[config.mk]
export PLATFORM = sky130hd
export DESIGN_NAME = booth_seq_mult
export DESIGN_NICKNAME = d
export VERILOG_FILES = /design/src/rtl/booth_pkg.sv /design/src/rtl/booth_recode.sv /design/src/rtl/booth_acc_step.sv /design/src/rtl/booth_seq_ctrl.sv /design/src/rtl/booth_seq_mult.sv
export SDC_FILE = /design/constraint.sdc
export NUM_CORES = 1
export LEC_CHECK = 0
export ABC_CLOCK_PERIOD_IN_PS = 8300
export BUFFER_PORTS_ARGS = -buffer_cell sky130_fd_sc_hd__buf_2
export CAP_MARGIN = 5
export CORE_MARGIN = 5
export CORE_UTILIZATION = 61
export DETAILED_ROUTE_END_ITERATION = 6
export GPL_ROUTABILITY_DRIVEN = 0
export PLACE_DENSITY = 0.93
export SLEW_MARGIN = 20
export SYNTH_ARGS = -nofsm -noshare
export SYNTH_HDL_FRONTEND = slang
export SYNTH_SLANG_ARGS = --single-unit
[constraint.sdc]
create_clock -name clk -period 8.3 [get_ports clk]
set_input_delay 0.83 -clock clk [delete_from_list [all_inputs] [get_ports clk]]
set_output_delay 0.83 -clock clk [all_outputs]
set_load 0.02 [all_outputs]
[src/rtl/booth_pkg.sv]
// Package: shared types for the sequential Booth multiplier.
// Assumes: radix-2 recoding only, so three actions are enough.
package booth_pkg;
    typedef enum logic [1:0] {
        BOOTH_HOLD = 2'd0,
        BOOTH_ADD  = 2'd1,
        BOOTH_SUB  = 2'd2
    } booth_op_e;
endpackage

[src/rtl/booth_recode.sv]
// Module: booth_recode
// Maps the two lowest working-register bits to an accumulator action.
// Assumes: pair[0] is the history bit and pair[1] is the current multiplier bit.
module booth_recode
    import booth_pkg::*;
(
    input  logic [1:0] pair,
    output booth_op_e  op
);
    // Select add, subtract or hold from the bit pair
    always_comb begin
        case (pair)
            2'b01:   op = BOOTH_ADD;
            2'b10:   op = BOOTH_SUB;
            default: op = BOOTH_HOLD;
        endcase
    end
endmodule

[src/rtl/booth_acc_step.sv]
// Module: booth_acc_step
// Applies one recoded action to the accumulator half.
// Assumes: ACC_W = OP_W + 1, so the sign-extended multiplicand never overflows.
module booth_acc_step
    import booth_pkg::*;
#(
    parameter int OP_W = 16,
    localparam int ACC_W = OP_W + 1
) (
    input  logic [ACC_W-1:0] acc_in,
    input  logic [OP_W-1:0]  mcand,
    input  booth_op_e        op,
    output logic [ACC_W-1:0] acc_out
);
    logic [ACC_W-1:0] mcand_ext;

    // Sign-extend the multiplicand to accumulator width
    always_comb mcand_ext = {mcand[OP_W-1], mcand};

    // Add, subtract or pass the accumulator
    always_comb begin
        case (op)
            BOOTH_ADD: acc_out = acc_in + mcand_ext;
            BOOTH_SUB: acc_out = acc_in - mcand_ext;
            default:   acc_out = acc_in;
        endcase
    end
endmodule

[src/rtl/booth_seq_ctrl.sv]
// Module: booth_seq_ctrl
// Step sequencer: accepts a start when idle, counts OP_W steps, pulses done.
// Assumes: start is sampled only while idle; done is high in an idle cycle.
module booth_seq_ctrl #(
    parameter int OP_W = 16,
    localparam int CNT_W = (OP_W > 1) ? $clog2(OP_W) : 1
) (
    input  logic clk,
    input  logic rst_n,
    input  logic start,
    output logic load,
    output logic busy,
    output logic last,
    output logic done
);
    logic [CNT_W-1:0] cnt_q;

    // Accept a start only while idle
    always_comb load = start && !busy;
    // Final step of the current operation
    always_comb last = busy && (cnt_q == CNT_W'(OP_W - 1));

    // Busy flag and step counter
    always_ff @(posedge clk) begin
        if (!rst_n) begin
            busy  <= 1'b0;
            cnt_q <= '0;
        end else if (load) begin
            busy  <= 1'b1;
            cnt_q <= '0;
        end else if (busy) begin
            busy  <= !last;
            cnt_q <= cnt_q + CNT_W'(1);
        end
    end

    // One-cycle completion pulse
    always_ff @(posedge clk) begin
        if (!rst_n) done <= 1'b0;
        else        done <= last;
    end
endmodule

[src/rtl/booth_seq_mult.sv]
// Module: booth_seq_mult (top)
// Multi-cycle signed multiplier using radix-2 Booth recoding on one combined
// {accumulator, multiplier, history bit} register, one step per clock.
// Assumes: operands are two's complement; the product register is updated
// only at completion and held otherwise.
module booth_seq_mult
    import booth_pkg::*;
#(
    parameter int OP_W = 16,
    localparam int ACC_W  = OP_W + 1,
    localparam int REG_W  = ACC_W + OP_W + 1,
    localparam int PROD_W = 2 * OP_W
) (
    input  logic              clk,
    input  logic              rst_n,
    input  logic              start,
    input  logic [OP_W-1:0]   mcand,
    input  logic [OP_W-1:0]   mplier,
    output logic              done,
    output logic [PROD_W-1:0] product
);
    logic              load;
    logic              busy;
    logic              last;
    logic [REG_W-1:0]  work_q;
    logic [OP_W-1:0]   mcand_q;
    logic [ACC_W-1:0]  acc_nx;
    logic [REG_W-1:0]  shifted;
    booth_op_e         op;

    booth_seq_ctrl #(.OP_W(OP_W)) u_ctrl (
        .clk   (clk),
        .rst_n (rst_n),
        .start (start),
        .load  (load),
        .busy  (busy),
        .last  (last),
        .done  (done)
    );

    booth_recode u_recode (
        .pair (work_q[1:0]),
        .op   (op)
    );

    booth_acc_step #(.OP_W(OP_W)) u_acc (
        .acc_in  (work_q[REG_W-1 -: ACC_W]),
        .mcand   (mcand_q),
        .op      (op),
        .acc_out (acc_nx)
    );

    // Arithmetic right shift of the updated register
    always_comb shifted = {acc_nx[ACC_W-1], acc_nx, work_q[OP_W:1]};

    // Working register: load on accepted start, step while busy
    always_ff @(posedge clk) begin
        if (!rst_n) begin
            work_q  <= '0;
            mcand_q <= '0;
        end else if (load) begin
            work_q  <= {{ACC_W{1'b0}}, mplier, 1'b0};
            mcand_q <= mcand;
        end else if (busy) begin
            work_q  <= shifted;
        end
    end

    // Product register: captured on the final step only
    always_ff @(posedge clk) begin
        if (!rst_n)    product <= '0;
        else if (last) product <= shifted[PROD_W:1];
    end
endmodule

==> reports/qor.yml, run 1 <==
status: "complete, no violations"
slew_headroom: 0.2979
p_comb_frac: 0.243
io_pins: 68
p_leak_nw: 2.163
hp-start: "product[14]$_SDFFE_PN0P_"
n_fill_cell: 544
drtIter0Drc: 328
coreArea_um2: 7253
yosys.area_share.adder: 0.05700
nNetsFinal: 656
vias: 4012
wire_per_inst_um: 14.94
clock_power_share: 0.311
fin_setup_tns_ps: 0
hold_violations: 0
synthSimpleGateAreaFrac: 0.1854
cts_tree: "yes"
syn-cell-area_um2: 4522
die-area_um2: 9234
max_cap_viol_count: 0
fp.dieH_um: 96.10
cts_max_level: 3
synth_cell_types: 51
drtPass1Iterations: 5
post-dp-hpwl_mm: 7.525
synth.area.top_cells: "dfxtp_1 (39%), a21oi_1 (9.0%), nand2_1 (6.8%)"
p_int_w: 0.0006838
period_share: 0.4448
cts.sinks: 87
setup_viol: 0
path_class: "reg -> reg"
area.growth.synth_to_final_pct: 11.73
post_cts_buffers: 0
synth_compound_area_frac: 0.2050
synth_top_family_by_area: "compound AO/OA/AOI/OAI gates"
cts_hold_buffers: 0
grt_setup_unrepaired: "no"
worstMarginPinSlew_ps: 1050
yosys.area.top_type: "dfxtp_1"
ys_seq_area_frac: 0.3852
post_dp_cell_area_um2: 4840
place_ws_ps: 4747
hp-class: "reg -> reg"
crit_path_max_fanout: 6
arrival_ps: 3900
fin_area_um2: 5052
antenna_found_initial: 0
antenna_cells: 0
routed_wl_mm: 10.53
crit-reg2reg-capture: "work_q[32]$_SDFFE_PP0P_"
placement.io_buffers: 67
antenna_left: 0
synth_mux_area_frac: 0.05783
setup.worst_path.end_class: "flop"
stdcell_count: 705
grt_max_degree: 72
crit_path_start_kind: "flop"
min_to: "product[14]$_SDFFE_PN0P_"
power_switching_w: 0.0003184
via_per_inst: 5.691
dp.cells: 689
die_w_um: 96.10
seq_power_share: 0.446
ir_drop_v: 0.0001179
avgSynthCellArea_um2: 8.147
synth-seq-cells: 87
synth_nets: 610
min_path_cells: 2
drive_gt1_frac: 0.1650
synthCells: 555
grt_pass1_vias: 3864
period_minus_slack_ps: 3692
r2r_start: "mcand_q[2]$_SDFFE_PN0P_"
overflow: 0
worst_slack_ps: 4608
power.total_w: 0.001002
reg2reg_depth: 12
powerDensity_nw_per_um2: 198.4
fmax_mhz: 270.9
groute.usage.overall: 0.2353
fin_skew_ps: 12.80
required_ps: 8510
ctsResizeCount: 0
switching_share: 0.3177
initial_utilization: 0.6234
cts_buffer_depth: 2
grt_pass1_wl_mm: 17.19
synth_xor_area_frac: 0.06392
num_rows: 31
clockRootBuffer: "clkbuf_8"
final_common_cell: "dfxtp_1"
yosysTopAreaCellShare: 0.3852
final_cell_mix: "dfxtp_1 (86), nand2_1 (82), a21oi_1 (81), nor2_1 (77), buf_2 (67)"
numCtsBuffers: 9
ff2ff_setup_slack_ps: 4610
drv_slew: 0
ys_warn_count: 0
clk_pin_slew_ps: 90
route.detailed.drc: 0
clock_latency_ps: 360
## how the worst max path moves through the flow
stage                                  from  cells after the start                       to
global placement    mcand_q[2]$_SDFFE_PN0P_                     12  work_q[32]$_SDFFE_PP0P_
finish              mcand_q[2]$_SDFFE_PN0P_                     12  work_q[32]$_SDFFE_PP0P_
CTS                 mcand_q[2]$_SDFFE_PN0P_                     12  work_q[32]$_SDFFE_PP0P_
floorplan           mcand_q[2]$_SDFFE_PN0P_                     12  work_q[32]$_SDFFE_PP0P_
detailed placement  mcand_q[2]$_SDFFE_PN0P_                     12  work_q[32]$_SDFFE_PP0P_
global route        mcand_q[2]$_SDFFE_PN0P_                     12  work_q[32]$_SDFFE_PP0P_
## final cells by class
type / instances / area, µm² / area share
clock buffers: 10 / 137.6 / 0.02724
clock inverters: 6 / 75.07 / 0.01486
inverters: 11 / 41.29 / 0.008172
multi-input cells: 422 / 2574 / 0.5094
flip-flops and latches: 87 / 1743 / 0.3450
well taps: 99 / 123.9 / 0.02452
repair buffers: 70 / 357.8 / 0.07083
## critical path: stages, from the launching register on
cell	delay (ps)
dfxtp_1	360
or3_1	450
nor4_1	610
a21oi_1	210
xnor2_1	200
ha_1	410
nand2_1	150
nor4_1	330
o21ai_2	130
a211o_2	330
a21oi_2	150
xnor2_1	150
nor2_1	60
## sequential cells by signal, indices dropped and copies added, names as in the netlist
signal and flops:
u_ctrl.done 1, u_ctrl.busy 1, u_ctrl.cnt_q 4, work_q 33, mcand_q 16, product 32
## routing by layer
| layer | global-route usage | routed length (µm) |
|---|---|---|
| met1 | 0.2943 | 4503 |
| met5 | 0 | 0 |
| met4 | 0.1055 | 248 |
| met2 | 0.3859 | 5154 |
| met3 | 0.05317 | 624 |
## cell families (layout without fill, tap and decap cells)
kind of cell | after synthesis | after routing
multiplexers | 26 | 26
AO/OA/AOI/OAI | 152 | 152
flip-flops | 87 | 87
XOR/XNOR | 33 | 33
AND/OR/NAND/NOR | 191 | 191
adder cells (fa/ha/maj) | 20 | 20
buffers and inverters | 46 | 97
## power by group through the flow
stage | registers, W | logic [W] | clock network [W]
2_1_floorplan | 0.000451 | 0.000194 | 0
4_1_cts | 0.000446 | 0.000240 | 0.000315
6_report | 0.000447 | 0.000244 | 0.000312
3_5_place_dp | 0.000456 | 0.000237 | 0
3_3_place_gp | 0.000455 | 0.000227 | 0
5_1_grt | 0.000448 | 0.000267 | 0.000334
## synthesized netlist by cell type (all sizes together)
cell type and number:
a211o 1, a211oi 23, a21boi 1, a21o 8
a21oi 82, a221o 1, a221oi 1, a31o 2
a31oi 4, and2 1, and4 1, buf 6
clkbuf 29, dfxtp 87, fa 1, ha 19
inv 11, mux2 1, mux2i 25, nand2 82
nand2b 1, nand3 5, nand3b 1, nand4 3
nand4b 1, nor2 77, nor2b 5, nor3 7
nor3b 1, nor4 2, o2111ai 1, o211a 1
o211ai 2, o21ai 20, o21bai 4, o31ai 1
or3 3, or4 1, xnor2 25, xor2 8
## metrics by stage
stage            util  hold WS [ps]
2_1_floorplan       -         440.3
3_3_place_gp   0.6672         440.8
3_5_place_dp   0.6672         446.3
4_1_cts        0.6966         458.9
5_1_grt        0.6966         478.3
6_report       0.6966         453.8
Power figures use the tool's default switching activity.
==> run 2, diff against run 1 <==
--- a/config.mk
+++ b/config.mk
@@ -5,14 +5,14 @@
 export SDC_FILE = /design/constraint.sdc
 export NUM_CORES = 1
 export LEC_CHECK = 0
-export ABC_CLOCK_PERIOD_IN_PS = 8300
+export ABC_CLOCK_PERIOD_IN_PS = 3900
 export BUFFER_PORTS_ARGS = -buffer_cell sky130_fd_sc_hd__buf_2
 export CAP_MARGIN = 5
 export CORE_MARGIN = 5
-export CORE_UTILIZATION = 61
+export CORE_UTILIZATION = 57
 export DETAILED_ROUTE_END_ITERATION = 6
 export GPL_ROUTABILITY_DRIVEN = 0
-export PLACE_DENSITY = 0.93
+export PLACE_DENSITY = 0.88
 export SLEW_MARGIN = 20
 export SYNTH_ARGS = -nofsm -noshare
 export SYNTH_HDL_FRONTEND = slang
==> constraint.sdc (replaced) <==
create_clock -name clk -period 3.9 [get_ports clk]
set_input_delay 0.39 -clock clk [delete_from_list [all_inputs] [get_ports clk]]
set_output_delay 0.39 -clock clk [all_outputs]
set_load 0.02 [all_outputs]
==> reports/qor.yml, run 2 (same netlist as run 1, synthesis figures left out) <==
antenna_left: 0  # unchanged
drtPass1Iterations: 5  # unchanged
largest_reg_flops: 33  # unchanged
post_dp_cell_area_um2: 4866  # +0.54%
slew_headroom: 0.3528  # +0.05496
status: "complete, no violations"
via_per_inst: 5.692  # about the same
wire_per_inst_um: 15.08  # +0.98%
hp-class: "in -> reg"
clock_latency_ps: 370  # about the same
max_stage_delay_ps: 450  # -160 ps
setup.worst_path.end_class: "flop"
overflow: 0  # unchanged
slowest_stage: "or3_1"
max_flop_register: "work_q"
grt-busiest-layer: "met2"
required_ps: 4150  # -4360 ps
use_met2: 0.3626  # -0.02325
clockRootBuffer: "clkbuf_8"
fmax_mhz: 292.0  # +7.8%
ir_drop_v: 0.0002660  # +130%
fin_area_um2: 5074  # +0.42%
antenna_found_initial: 0  # unchanged
drive_gt1_frac: 0.1691  # +0.004113
ctsResizeCount: 0  # unchanged
cp_cell_sequence: "or3_1 -> nor3b_4 -> nor2_1 -> xnor2_1 -> ha_1 -> a21oi_1 -> o21ai_1 -> a31o_2 -> a31oi_1 -> o21ai_1 -> xnor2_1 -> a211oi_1"
path_class: "reg -> reg"
setup_viol: 0  # unchanged
fin_skew_ps: 13.98  # +1.181 ps
die_w_um: 99.07  # +3.1%
cts_max_level: 3  # unchanged
use_met3: 0.04105  # -0.01212
max_cap_viol_count: 0  # unchanged
post_cts_buffers: 0  # unchanged
clk_pin_slew_ps: 90  # about the same
p_leak_nw: 2.175  # +0.52%
final_cell_mix: "dfxtp_1 (86), nand2_1 (82), a21oi_1 (81), nor2_1 (77), buf_2 (67)"
initial_utilization: 0.5852  # -0.03826
period_minus_slack_ps: 3425  # -267.0 ps
worstMarginPinSlew_ps: 970.8  # -79.30 ps
crit_path_max_fanout: 6  # unchanged
routed_wl_mm: 10.73  # +1.8%
period_share: 0.8782  # +0.4334
cts_buffer_depth: 2  # unchanged
crit_start: "mcand_q[2]$_SDFFE_PN0P_"
grt_pass1_wl_mm: 17.91  # +4.2%
final_common_cell: "dfxtp_1"
cts_tree: "yes"
met1_usage: 0.2764  # -0.01790
vias: 4047  # +0.87%
grt_pass1_vias: 3888  # +0.62%
drv_slew: 0  # unchanged
cts_hold_buffers: 0  # unchanged
num_rows: 32  # +3.2%
area.growth.synth_to_final_pct: 12.20
drtIter0Drc: 251  # -23%
cts.sinks: 87  # unchanged
nNetsFinal: 659  # +0.46%
reg_top3: "work_q: 33 flops, product: 32 flops, mcand_q: 16 flops"
numCtsBuffers: 9  # unchanged
hp-start: "mcand[1]"
post-dp-hpwl_mm: 7.565  # +0.52%
final_util: 0.6566  # -0.03999
fp.dieH_um: 99.07  # +3.1%
r2r_start: "mcand_q[2]$_SDFFE_PN0P_"
crit_path_start_kind: "flop"
coreArea_um2: 7727  # +6.5%
powerDensity_nw_per_um2: 422.2  # +110%
fin_setup_tns_ps: 0  # unchanged
grt_max_degree: 44  # -39%
die-area_um2: 9814  # +6.3%
route.detailed.drc: 0  # unchanged
placement.io_buffers: 67  # unchanged
groute.usage.overall: 0.2200  # -0.01533
grt_setup_unrepaired: "no"
arrival_ps: 3680  # -220 ps
place_ws_ps: 568.1  # -4179 ps
hold_violations: 0  # unchanged
io_pins: 68  # unchanged
worst_slack_ps: 474.9  # -4133 ps
antenna_cells: 0  # unchanged
## run 2: path summary, 6_finish.rpt
check                                                 to  slack, ps  depth (start not counted)
worst max register to register   work_q[31]$_SDFFE_PP0P_        470                         12
worst min-delay path             mcand_q[1]$_SDFFE_PN0P_        260                          3
worst max-delay path             work_q[31]$_SDFFE_PP0P_        470                         12
worst min register to register  product[12]$_SDFFE_PN0P_        460                          2
## run 2: per-layer routing
metal,part of all wire,vias to the layer above
li1,-,2009
met1,0.44,1866
met2,0.48,143
met3,0.054,29
met4,0.026,0
met5,0,-
## run 2: area by class of cell
cell class / count / area, µm²
fillers: 643 / 2654
clock buffers: 9 / 123.9
multi-input cells: 422 / 2574
well taps: 102 / 127.6
repair buffers: 73 / 380.4
clock inverters: 7 / 83.83
inverters: 11 / 41.29
flip-flops and latches: 87 / 1743
## run 2: critical path, delay by kind of cell, from the launching register on
family          cells  cell delay (ps)
simple gates        3              880
flops               1              350
compound gates      6             1330
xor+xnor            2              420
fa+ha+maj           1              340
## run 2: stage by stage
step | std cells | power, W | hold WS (ps)
6_report | 711 | 0.002142 | 263.4
5_1_grt | 711 | 0.002244 | 254.3
4_1_cts | 711 | 0.002139 | 256.5
3_5_place_dp | 695 | 0.001482 | 448.5
3_3_place_gp | 695 | 0.001455 | 441.1
2_1_floorplan | 555 | 0.001375 | 440.3
## run 2: power breakdown
group / internal [W] / total, W / switching [W]
sequential: 0.000919 / 0.000960 / 0.0000409
combinational: 0.000216 / 0.000517 / 0.000301
clock: 0.000310 / 0.000666 / 0.000356
